**src/rtl/optbit_ctrl.sv**
```systemverilog
module optbit_ctrl #(
  parameter int NBITS = 4,
  parameter logic [NBITS-1:0] INIT = '0,
  parameter int PROG_CYCLES = 8
) (
  input  logic        clk,
  input  logic        rst_n,
  input  logic        reg_wr,
  input  logic        reg_rd,
  input  logic [1:0]  reg_addr,
  input  logic [31:0] reg_wdata,
  output logic [31:0] reg_rdata,
  output logic        irq,
  input  logic        erase_pin,
  input  logic        full_erase,
  input  logic        dbg_req,
  output logic        dbg_grant,
  input  logic        pp_req,
  output logic        pp_grant,
  input  logic        cpu_req,
  output logic        cpu_grant
);
  localparam int NW = (NBITS + 31) / 32;
  localparam int PADW = NW * 32;
  localparam int CW = $clog2(PROG_CYCLES + 1);
  localparam logic [7:0] KEY = 8'h5A;
  localparam logic [7:0] OP_SET = 8'h0B;
  localparam logic [7:0] OP_CLR = 8'h0C;
  localparam logic [7:0] OP_GET = 8'h0D;

  logic [NBITS-1:0] bits;
  logic [CW-1:0]    cnt;
  logic [7:0]       op;
  logic [15:0]      arg;
  logic [7:0]       ptr;
  logic             busy, ready, err, ie;

  wire cmd_wr  = reg_wr && reg_addr == 2'd0;
  wire code_ok = reg_wdata[7:0] == OP_SET || reg_wdata[7:0] == OP_CLR || reg_wdata[7:0] == OP_GET;
  wire good    = reg_wdata[31:24] == KEY && code_ok;
  wire done    = busy && cnt == CW'(1);
  wire erase   = erase_pin && full_erase;

  logic [PADW-1:0] padded;
  logic [31:0]     res_word;
  assign padded   = PADW'(bits);
  assign res_word = 32'(padded >> {ptr, 5'b0});

  always_comb begin
    case (reg_addr)
      2'd1:    reg_rdata = {31'b0, ie};
      2'd2:    reg_rdata = {30'b0, err, ready};
      2'd3:    reg_rdata = res_word;
      default: reg_rdata = '0;
    endcase
  end

  assign irq       = ready && ie;
  assign dbg_grant = dbg_req && !bits[0];
  assign pp_grant  = pp_req && !bits[0];
  assign cpu_grant = cpu_req;

  always_ff @(posedge clk or negedge rst_n) begin
    if (!rst_n) begin
      bits  <= INIT;
      cnt   <= '0;
      op    <= '0;
      arg   <= '0;
      ptr   <= '0;
      busy  <= 1'b0;
      ready <= 1'b1;
      err   <= 1'b0;
      ie    <= 1'b0;
    end else begin
      if (reg_wr && reg_addr == 2'd1) ie <= reg_wdata[0];
      if (reg_rd && reg_addr == 2'd2) err <= 1'b0;
      if (reg_rd && reg_addr == 2'd3 && ptr != 8'hFF) ptr <= ptr + 8'd1;
      if (done) begin
        busy  <= 1'b0;
        ready <= 1'b1;
        for (int i = 0; i < NBITS; i++) begin
          if (arg == 16'(i)) begin
            if (op == OP_SET) bits[i] <= 1'b1;
            else if (op == OP_CLR && i != 0) bits[i] <= 1'b0;
          end
        end
      end else if (busy) begin
        cnt <= cnt - CW'(1);
      end
      if (cmd_wr && !busy) begin
        if (good) begin
          busy  <= 1'b1;
          ready <= 1'b0;
          cnt   <= CW'(PROG_CYCLES);
          op    <= reg_wdata[7:0];
          arg   <= reg_wdata[23:8];
          if (reg_wdata[7:0] == OP_GET) ptr <= '0;
        end else begin
          err <= 1'b1;
        end
      end
      if (erase) bits <= '0;
    end
  end

  assert_accept_drops_ready_R2: assert property (@(posedge clk) disable iff (!rst_n)
    cmd_wr && !busy && good |=> !ready);
  assert_bad_cmd_flags_R3: assert property (@(posedge clk) disable iff (!rst_n)
    cmd_wr && !busy && !good |=> err && $stable(bits));
  assert_out_of_range_keeps_bits_R5: assert property (@(posedge clk) disable iff (!rst_n)
    done && arg >= 16'(NBITS) && !erase |=> $stable(bits));
  assert_lock_only_by_erase_R10: assert property (@(posedge clk) disable iff (!rst_n)
    $fell(bits[0]) |-> $past(erase));
  assert_status_read_clears_R8: assert property (@(posedge clk) disable iff (!rst_n)
    reg_rd && reg_addr == 2'd2 && !cmd_wr |=> !err);
endmodule

```
**config.mk**
```make
export PLATFORM = sky130hd
export DESIGN_NAME = optbit_ctrl
export DESIGN_NICKNAME = d
export VERILOG_FILES = /design/src/rtl/optbit_ctrl.sv
export SDC_FILE = /design/constraint.sdc
export NUM_CORES = 1
export LEC_CHECK = 0
export BUFFER_PORTS_ARGS = -buffer_cell sky130_fd_sc_hd__buf_2
export CAP_MARGIN = 20
export CORE_MARGIN = 2
export CORE_UTILIZATION = 51
export DETAILED_ROUTE_END_ITERATION = 10
export PLACE_DENSITY = 0.8
export SYNTH_ARGS = -nofsm -noshare
export SYNTH_HDL_FRONTEND = slang
export SYNTH_SLANG_ARGS = --single-unit
```
**constraint.sdc**
```tcl
create_clock -name clk -period 2.07 [get_ports clk]
set_clock_uncertainty 0.2 [all_clocks]
set_input_delay 0.5175 -clock clk [delete_from_list [all_inputs] [get_ports clk]]
set_output_delay 0.5175 -clock clk [all_outputs]
set_load 0.03 [all_outputs]
```
==> results.py, run 1 <==
metrics = {
    "layout": {
        "stdcell_count": 351,
        "drive_gt1_share_pct": 40.4,
        "final_common_cell": "buf_2",
        "final_cell_mix": "buf_2 (44), dfrtp_1 (43), conb_1 (28)",
        "final_area_mm2": 0.00301,
        "antenna_cells": 0,
        "area_growth_pct": 23.9,
        "layout.nets": 343,
    },
    "yosys": {
        "yosysWarnings": 0,
        "ys_seq_area_share_pct": 45.3,
        "synth_top_area_share_pct": 44.2,
        "synth_flop_cell": "dfrtp_1",
        "ys_top_cells_by_area": "dfrtp_1 (44%), buf_4 (9.6%), mux2_2 (7.9%), nor2_1 (2.3%), nor2b_1 (2.3%)",
        "synth_seq_cells": 44,
        "syn_inst": 220,
        "mappedNetlistArea_mm2": 0.00243,
        "avgSynthCellArea_um2": 11.1,
        "synth_edf_count": 0,
        "yosysTopAreaCell": "dfrtp_1",
        "async_flop_share_pct": 100,
        "synth_cell_types": 47,
    },
    "clock_tree": {
        "cts_sinks": 44,
        "clkLatencyLatePin_ns": 0.29,
        "clk_root_buffer_cell": "clkbuf_8",
        "cts_tree": "yes",
        "h-tree-depth": 2,
        "cts_buffer_depth": 2,
        "clkSlewWorstSetupHoldPaths_ns": 0.08,
        "cts_buffers": 5,
    },
    "placement": {
        "place_inst": 339,
        "placed_cell_area_mm2": 0.00282,
        "pre_cts_ws_ns": -0.263,
        "place.gp.congestion": 0.778,
        "post-dp-hpwl_um": 3640,
        "port_buffers": 48,
    },
    "worst_setup_path": {
        "cp.arrival_ns": 1.65,
        "path_class": "reg -> out",
        "cp_max_fo": 4,
        "cp-end-kind": "output port",
        "worst_r2r_path_depth": 7,
        "cp_data_required_time_ns": 1.35,
        "start_kind": "register",
    },
    "timing": {
        "fin_ws_ns": -0.301,
        "setup_viol": 4,
        "rsz0062_at_grt": "yes",
        "timing.final.crit_share_pct": 115,
        "timing.hold.ws_ns": 0.243,
        "finalSetupTns_ns": -1.18,
        "hold_viol": 0,
        "fin_crit_ns": 2.37,
        "max_clock_freq_ghz": 0.422,
        "max_slew_margin_pct": 66.5,
        "slew_viol_final": 0,
        "worst_slew_pin_slew_ns": 0.502,
    },
    "global_route": {
        "grt_pass1_wl_um": 7570,
        "grt_max_degree": 21,
        "grt_usage_pct": 18.6,
        "antenna_found_initial": 0,
        "overflow": 0,
        "grt_pass1_vias": 1664,
    },
    "drt": {
        "drtIter0Drc": 77,
        "drt-total-wl_um": 4610,
        "wl_per_cell_um": 13.1,
        "drtAntennaViolNets": 0,
        "first_pass_iters": 4,
        "vias": 1762,
        "drt-vias-per-instance": 5.02,
        "drc_errors": 0,
    },
    "floorplanning": {
        "boundaryPins": 79,
        "start_util_pct": 52.2,
        "core_mm2": 0.00466,
        "dieHeight_um": 73.1,
        "dieArea_mm2": 0.00534,
        "chipWidth_um": 73.1,
        "fp-row-count": 25,
    },
    "run": {
        "cap_viol_max_count": 0,
    },
    "pwr": {
        "power.leakage_nw": 1.55,
        "ir_worst_vdd_v": 0.000454,
        "power_density_mw_per_mm2": 684,
    },
    "worst_hold_path": {
        "hold_class": "in -> reg",
        "holdPathStages": 2,
    },
    "status": {
        "status": "finished, violations left",
        "violations": "negative setup slack",
    },
}
## registers in the layout, summed over array words and instances, names as in the netlist
| register | flops |
|---|---|
| bits | 4 |
| ptr | 8 |
| arg | 16 |
| busy | 1 |
| op | 8 |
| ie | 1 |
| err | 1 |
| cnt | 4 |
| ready | 1 |
## area by class of cell
cell class	instances	area [um^2]
clock buffers	6	82.6
clock inverters	2	15.0
fillers	396	1650
inverters	8	30.0
multi-input cells	162	1200
flip-flops and latches	44	1100
well taps	54	67.6
repair buffers	75	513
## repair_timing
item / in CTS / in global routing
setup buffers: 1 / 3
hold buffers: 1 / 0
resized for setup: 10 / 5
hold endpoints to repair: 18 / 0
pin swaps: 3 / 2
setup endpoints to repair: 4 / 24
## final timing paths
check                                    start                  end  slack [ns]
hold reg to reg            arg[14]$_DFFE_PN0P_  arg[14]$_DFFE_PN0P_        0.29
min in group asynchronous                rst_n     ptr[1]$_DFF_PN0_        0.53
setup reg to reg              ptr[0]$_DFF_PN0_     ptr[7]$_DFF_PN0_        0.10
setup / recovery              ptr[5]$_DFF_PN0_         reg_rdata[2]       -0.30
hold / removal                   reg_wdata[22]  arg[14]$_DFFE_PN0P_        0.24
max in group asynchronous                rst_n      ready$_DFF_PN1_        0.59
## cell families (layout without fill, tap and decap cells)
family	after synthesis	after routing	synth area share [%]
AND/OR/NAND/NOR	84	84	21.1
flip-flops	44	44	45.3
buffers and inverters	41	91	11.7
multiplexers	26	26	11.8
AO/OA/AOI/OAI	15	15	6.12
XOR/XNOR	5	5	1.80
adder cells (fa/ha/maj)	4	4	2.06
other	1	28	0.154
## worst max-delay path, stage by stage (launching register included)
cell and delay, ns:
dfrtp_1 0.41, nor2_2 0.17, nand4b_1 0.20, nor4_4 0.23, and2_2 0.20, buf_4 0.15
## synthesized netlist by cell type (all sizes together) (2+ instances only)
cell type and count:
nor2b 9, nor4 6, nand2 14, and2 4
nor2 15, nand4 6, and3b 5, buf 33
dfrtp 43, nor3 7, mux2 21, o21ai 3
inv 8, a2111oi 2, nor4bb 2, mux2i 5
nand4b 2, ha 4, xnor2 4, a211oi 2
nand3 5
## stage by stage
stage	power, W	util (%)
finish	0.00206	64.7
global route	0.00218	64.7
CTS	0.00206	63.7
detailed placement	0.00146	60.6
global placement	0.00145	60.6
floorplan	0.00128	-
## layer usage
| metal | track usage [%] | wire, um | vias up |
|---|---|---|---|
| met5 | 0 | 0 | - |
| met4 | 5.56 | 34 | 0 |
| met3 | 4.83 | 197 | 4 |
| met2 | 31.9 | 2430 | 42 |
| met1 | 23.0 | 1940 | 847 |
| li1 | - | - | 869 |
## power breakdown
group | switching [W] | total [W] | internal [W]
Combinational | 0.000304 | 0.000542 | 0.000238
Clock | 0.000292 | 0.000562 | 0.000270
Sequential | 0.0000424 | 0.000958 | 0.000915
Note: power is estimated with default switching activity, not from simulation.
==> run 2, diff against run 1 <==
--- a/config.mk
+++ b/config.mk
@@ -5,10 +5,11 @@
 export SDC_FILE = /design/constraint.sdc
 export NUM_CORES = 1
 export LEC_CHECK = 0
+export ABC_AREA = 1
 export BUFFER_PORTS_ARGS = -buffer_cell sky130_fd_sc_hd__buf_2
 export CAP_MARGIN = 20
 export CORE_MARGIN = 2
-export CORE_UTILIZATION = 51
+export CORE_UTILIZATION = 52
 export DETAILED_ROUTE_END_ITERATION = 10
 export PLACE_DENSITY = 0.8
 export SYNTH_ARGS = -nofsm -noshare
==> run 2 against run 1 <==
Net effect:
- the flow still finishes with violations (negative setup slack)
- critical endpoint unchanged
- fmax up 6.9%
- flip-flop and latch count unchanged
- largest cell class unchanged
- synthesized area up 8.2%
- final cell count up 36%
- first-iteration DRC count up 21%
==> results.py, run 2 <==
metrics = {
    "worst_setup_path": {
        "cp-end-kind": "output port",
        "path_class": "reg -> out",
        "path_common_cell": "inv_2",
        "cp_max_fo": 3,
        "cp.arrival_ns": 1.50,
        "cp_data_required_time_ns": 1.35,
        "start_kind": "register",
        "critPathSlowestCell": "dfrtp_1",
        "crit_chain": "inv_2 -> ha_4 -> nand3_4 -> nor3_4 -> inv_2 -> nor3_2 -> buf_4",
        "cpPeakStageDelay_ns": 0.40,
    },
    "floorplanning": {
        "start_util_pct": 54.7,
        "boundaryPins": 79,
        "dieArea_mm2": 0.00565,
        "chipWidth_um": 75.2,
        "core_mm2": 0.00482,
        "dieHeight_um": 75.2,
        "fp-row-count": 25,
    },
    "yosys": {
        "synth_flop_cell": "dfrtp_1",
        "ys_top_cells_by_count": "nand2_1 (96), dfrtp_1 (43), nand3_1 (42), nor2_1 (41), inv_1 (39)",
        "synth_most_common_cell": "nand2_1",
        "synth_top_area_share_pct": 40.9,
        "synth_top_family_by_area": "simple AND/OR/NAND/NOR gates",
        "ys_seq_area_share_pct": 41.9,
        "avgSynthCellArea_um2": 7.59,
        "syn_inst": 347,
        "async_flop_share_pct": 100,
        "synth_mux_area_share_pct": 0.428,
        "synth_cell_types": 32,
        "synth-simple-area-share_pct": 34.8,
        "synth_seq_cells": 44,
        "synth_fa_ha_area_share_pct": 1.90,
        "synth-xor-area-share_pct": 1.66,
        "ys_top_cells_by_area": "dfrtp_1 (41%), nand2_1 (14%), buf_4 (8.6%), nand3_1 (8.0%), nor2_1 (5.8%)",
        "yosysTopAreaCell": "dfrtp_1",
        "synth-compound-area-share_pct": 1.85,
        "synth_edf_count": 0,
        "yosysWarnings": 0,
        "mappedNetlistArea_mm2": 0.00263,
    },
    "clock_tree": {
        "cts_buffer_depth": 2,
        "cts_tree": "yes",
        "cts_sinks": 44,
        "h-tree-depth": 2,
        "clk_root_buffer_cell": "clkbuf_8",
        "cts_buffers": 5,
        "clkSlewWorstSetupHoldPaths_ns": 0.08,
        "clkLatencyLatePin_ns": 0.29,
    },
    "timing": {
        "worst_slew_pin_slew_ns": 0.541,
        "slew_viol_final": 0,
        "hold_viol": 0,
        "max_slew_margin_pct": 63.9,
        "fin_crit_ns": 2.22,
        "setup_viol": 4,
        "rsz0062_at_grt": "yes",
        "fin_ws_ns": -0.148,
        "timing.hold.ws_ns": 0.0922,
        "timing.final.crit_share_pct": 107,
        "finalSetupTns_ns": -0.499,
        "max_clock_freq_ghz": 0.451,
    },
    "drt": {
        "drtIter0Drc": 93,
        "vias": 2202,
        "wl_per_cell_um": 10.5,
        "first_pass_iters": 4,
        "drtAntennaViolNets": 0,
        "drt-vias-per-instance": 4.61,
        "drc_errors": 0,
        "drt-total-wl_um": 5030,
    },
    "global_route": {
        "busiest_layer": "met2",
        "antenna_found_initial": 0,
        "grt_pass1_vias": 2015,
        "grt_pass1_wl_um": 8510,
        "grt_use_met1_pct": 24.9,
        "met3_usage_pct": 4.28,
        "overflow": 0,
        "use_met2_pct": 34.6,
        "grt_usage_pct": 19.6,
        "grt_max_degree": 45,
    },
    "pwr": {
        "power_density_mw_per_mm2": 732,
        "power.leakage_nw": 1.75,
        "ir_worst_vdd_v": 0.000405,
    },
    "layout": {
        "largest_reg_flops": 16,
        "reg_top3": "arg (16), op (8), ptr (8)",
        "top_register": "arg",
        "final_area_mm2": 0.00305,
        "area_growth_pct": 15.7,
        "final_common_cell": "nand2_1",
        "drive_gt1_share_pct": 23.6,
        "layout.nets": 457,
        "final_cell_mix": "nand2_1 (95), buf_2 (44), dfrtp_1 (43)",
        "antenna_cells": 0,
    },
    "placement": {
        "place.gp.congestion": 0.880,
        "port_buffers": 48,
        "placed_cell_area_mm2": 0.00287,
        "post-dp-hpwl_um": 3910,
        "pre_cts_ws_ns": -0.00765,
    },
    "run": {
        "cap_viol_max_count": 0,
    },
    "worst_hold_path": {
        "hold_class": "in -> async",
    },
    "status": {
        "violations": "negative setup slack",
        "status": "finished, violations left",
    },
}
## run 2: cell count changes after synthesis, moves of 6 or more
cell	before	now
inv_1	8	39
nor2_1	15	41
mux2_2	17	1
nand3_1	4	42
nor4_1	6	0
nor2b_1	9	0
nand2_1	14	96
## run 2: cells by family (layout without fill, tap and decap cells)
family	after synthesis	count (layout)
and+or+nand+nor	206	206
buffers and inverters	78	115
DFF	44	44
AOI/OAI and AO/OA	8	8
xor gates and xnor gates	5	5
adders and majority gates	4	4
other	1	28
muxes	1	1
## run 2: cell type report
| type | count | area [um^2] |
|---|---|---|
| timing repair buffer | 64 | 378 |
| clock buffer | 8 | 90.1 |
| fill | 435 | 1770 |
| multi-input combinational | 252 | 1230 |
| inverter | 43 | 164 |
| sequential | 44 | 1100 |
| tap | 67 | 83.8 |
## run 2: stage by stage
stage	util (%)	std cells	total power (W)
after floorplan	-	374	0.00142
after global placement	59.6	467	0.00158
after detailed placement	59.6	467	0.00159
after CTS	62.4	476	0.00217
after global routing	63.2	478	0.00239
final	63.2	478	0.00223
## run 2: per-layer routing
metal	routed length, um	vias up
met2	2530	49
li1	-	1139
met4	36	0
met3	206	5
met1	2260	1009
met5	0	-
## run 2: final timing paths
check	endpoint	startpoint	slack, ns	cells past startpoint
worst max register to register	ptr[5]$_DFF_PN0_	ptr[1]$_DFF_PN0_	0.16	13
worst min-delay path	cnt[0]$_DFF_PN0_	rst_n	0.09	2
worst max-delay path	reg_rdata[2]	ptr[1]$_DFF_PN0_	-0.15	7
worst min register to register	arg[6]$_DFFE_PN0P_	arg[6]$_DFFE_PN0P_	0.28	2
max in group asynchronous	arg[4]$_DFFE_PN0P_	rst_n	1.21	2
min in group clk	arg[1]$_DFFE_PN0P_	reg_wdata[9]	0.25	3
## run 2: critical path: cells and delay by family (launching register included)
kind	cells	cell delay (ns)
adder cells (fa/ha/maj)	1	0.13
flip-flops	1	0.40
AND/OR/NAND/NOR	3	0.35
buffers and inverters	3	0.33
## run 2: report_power, final
part / switching [W] / internal (W)
Sequential: 0.0000628 / 0.000940
Combinational: 0.000403 / 0.000282
Clock: 0.000271 / 0.000272
Total: 0.000737 / 0.00149
## run 2: what timing repair did
action                                  CTS  global route
resized for setup                        11             6
endpoints found under the setup margin    4             4
hold buffers                              0             0
pin swaps                                 1             4
buffers inserted                          1             2
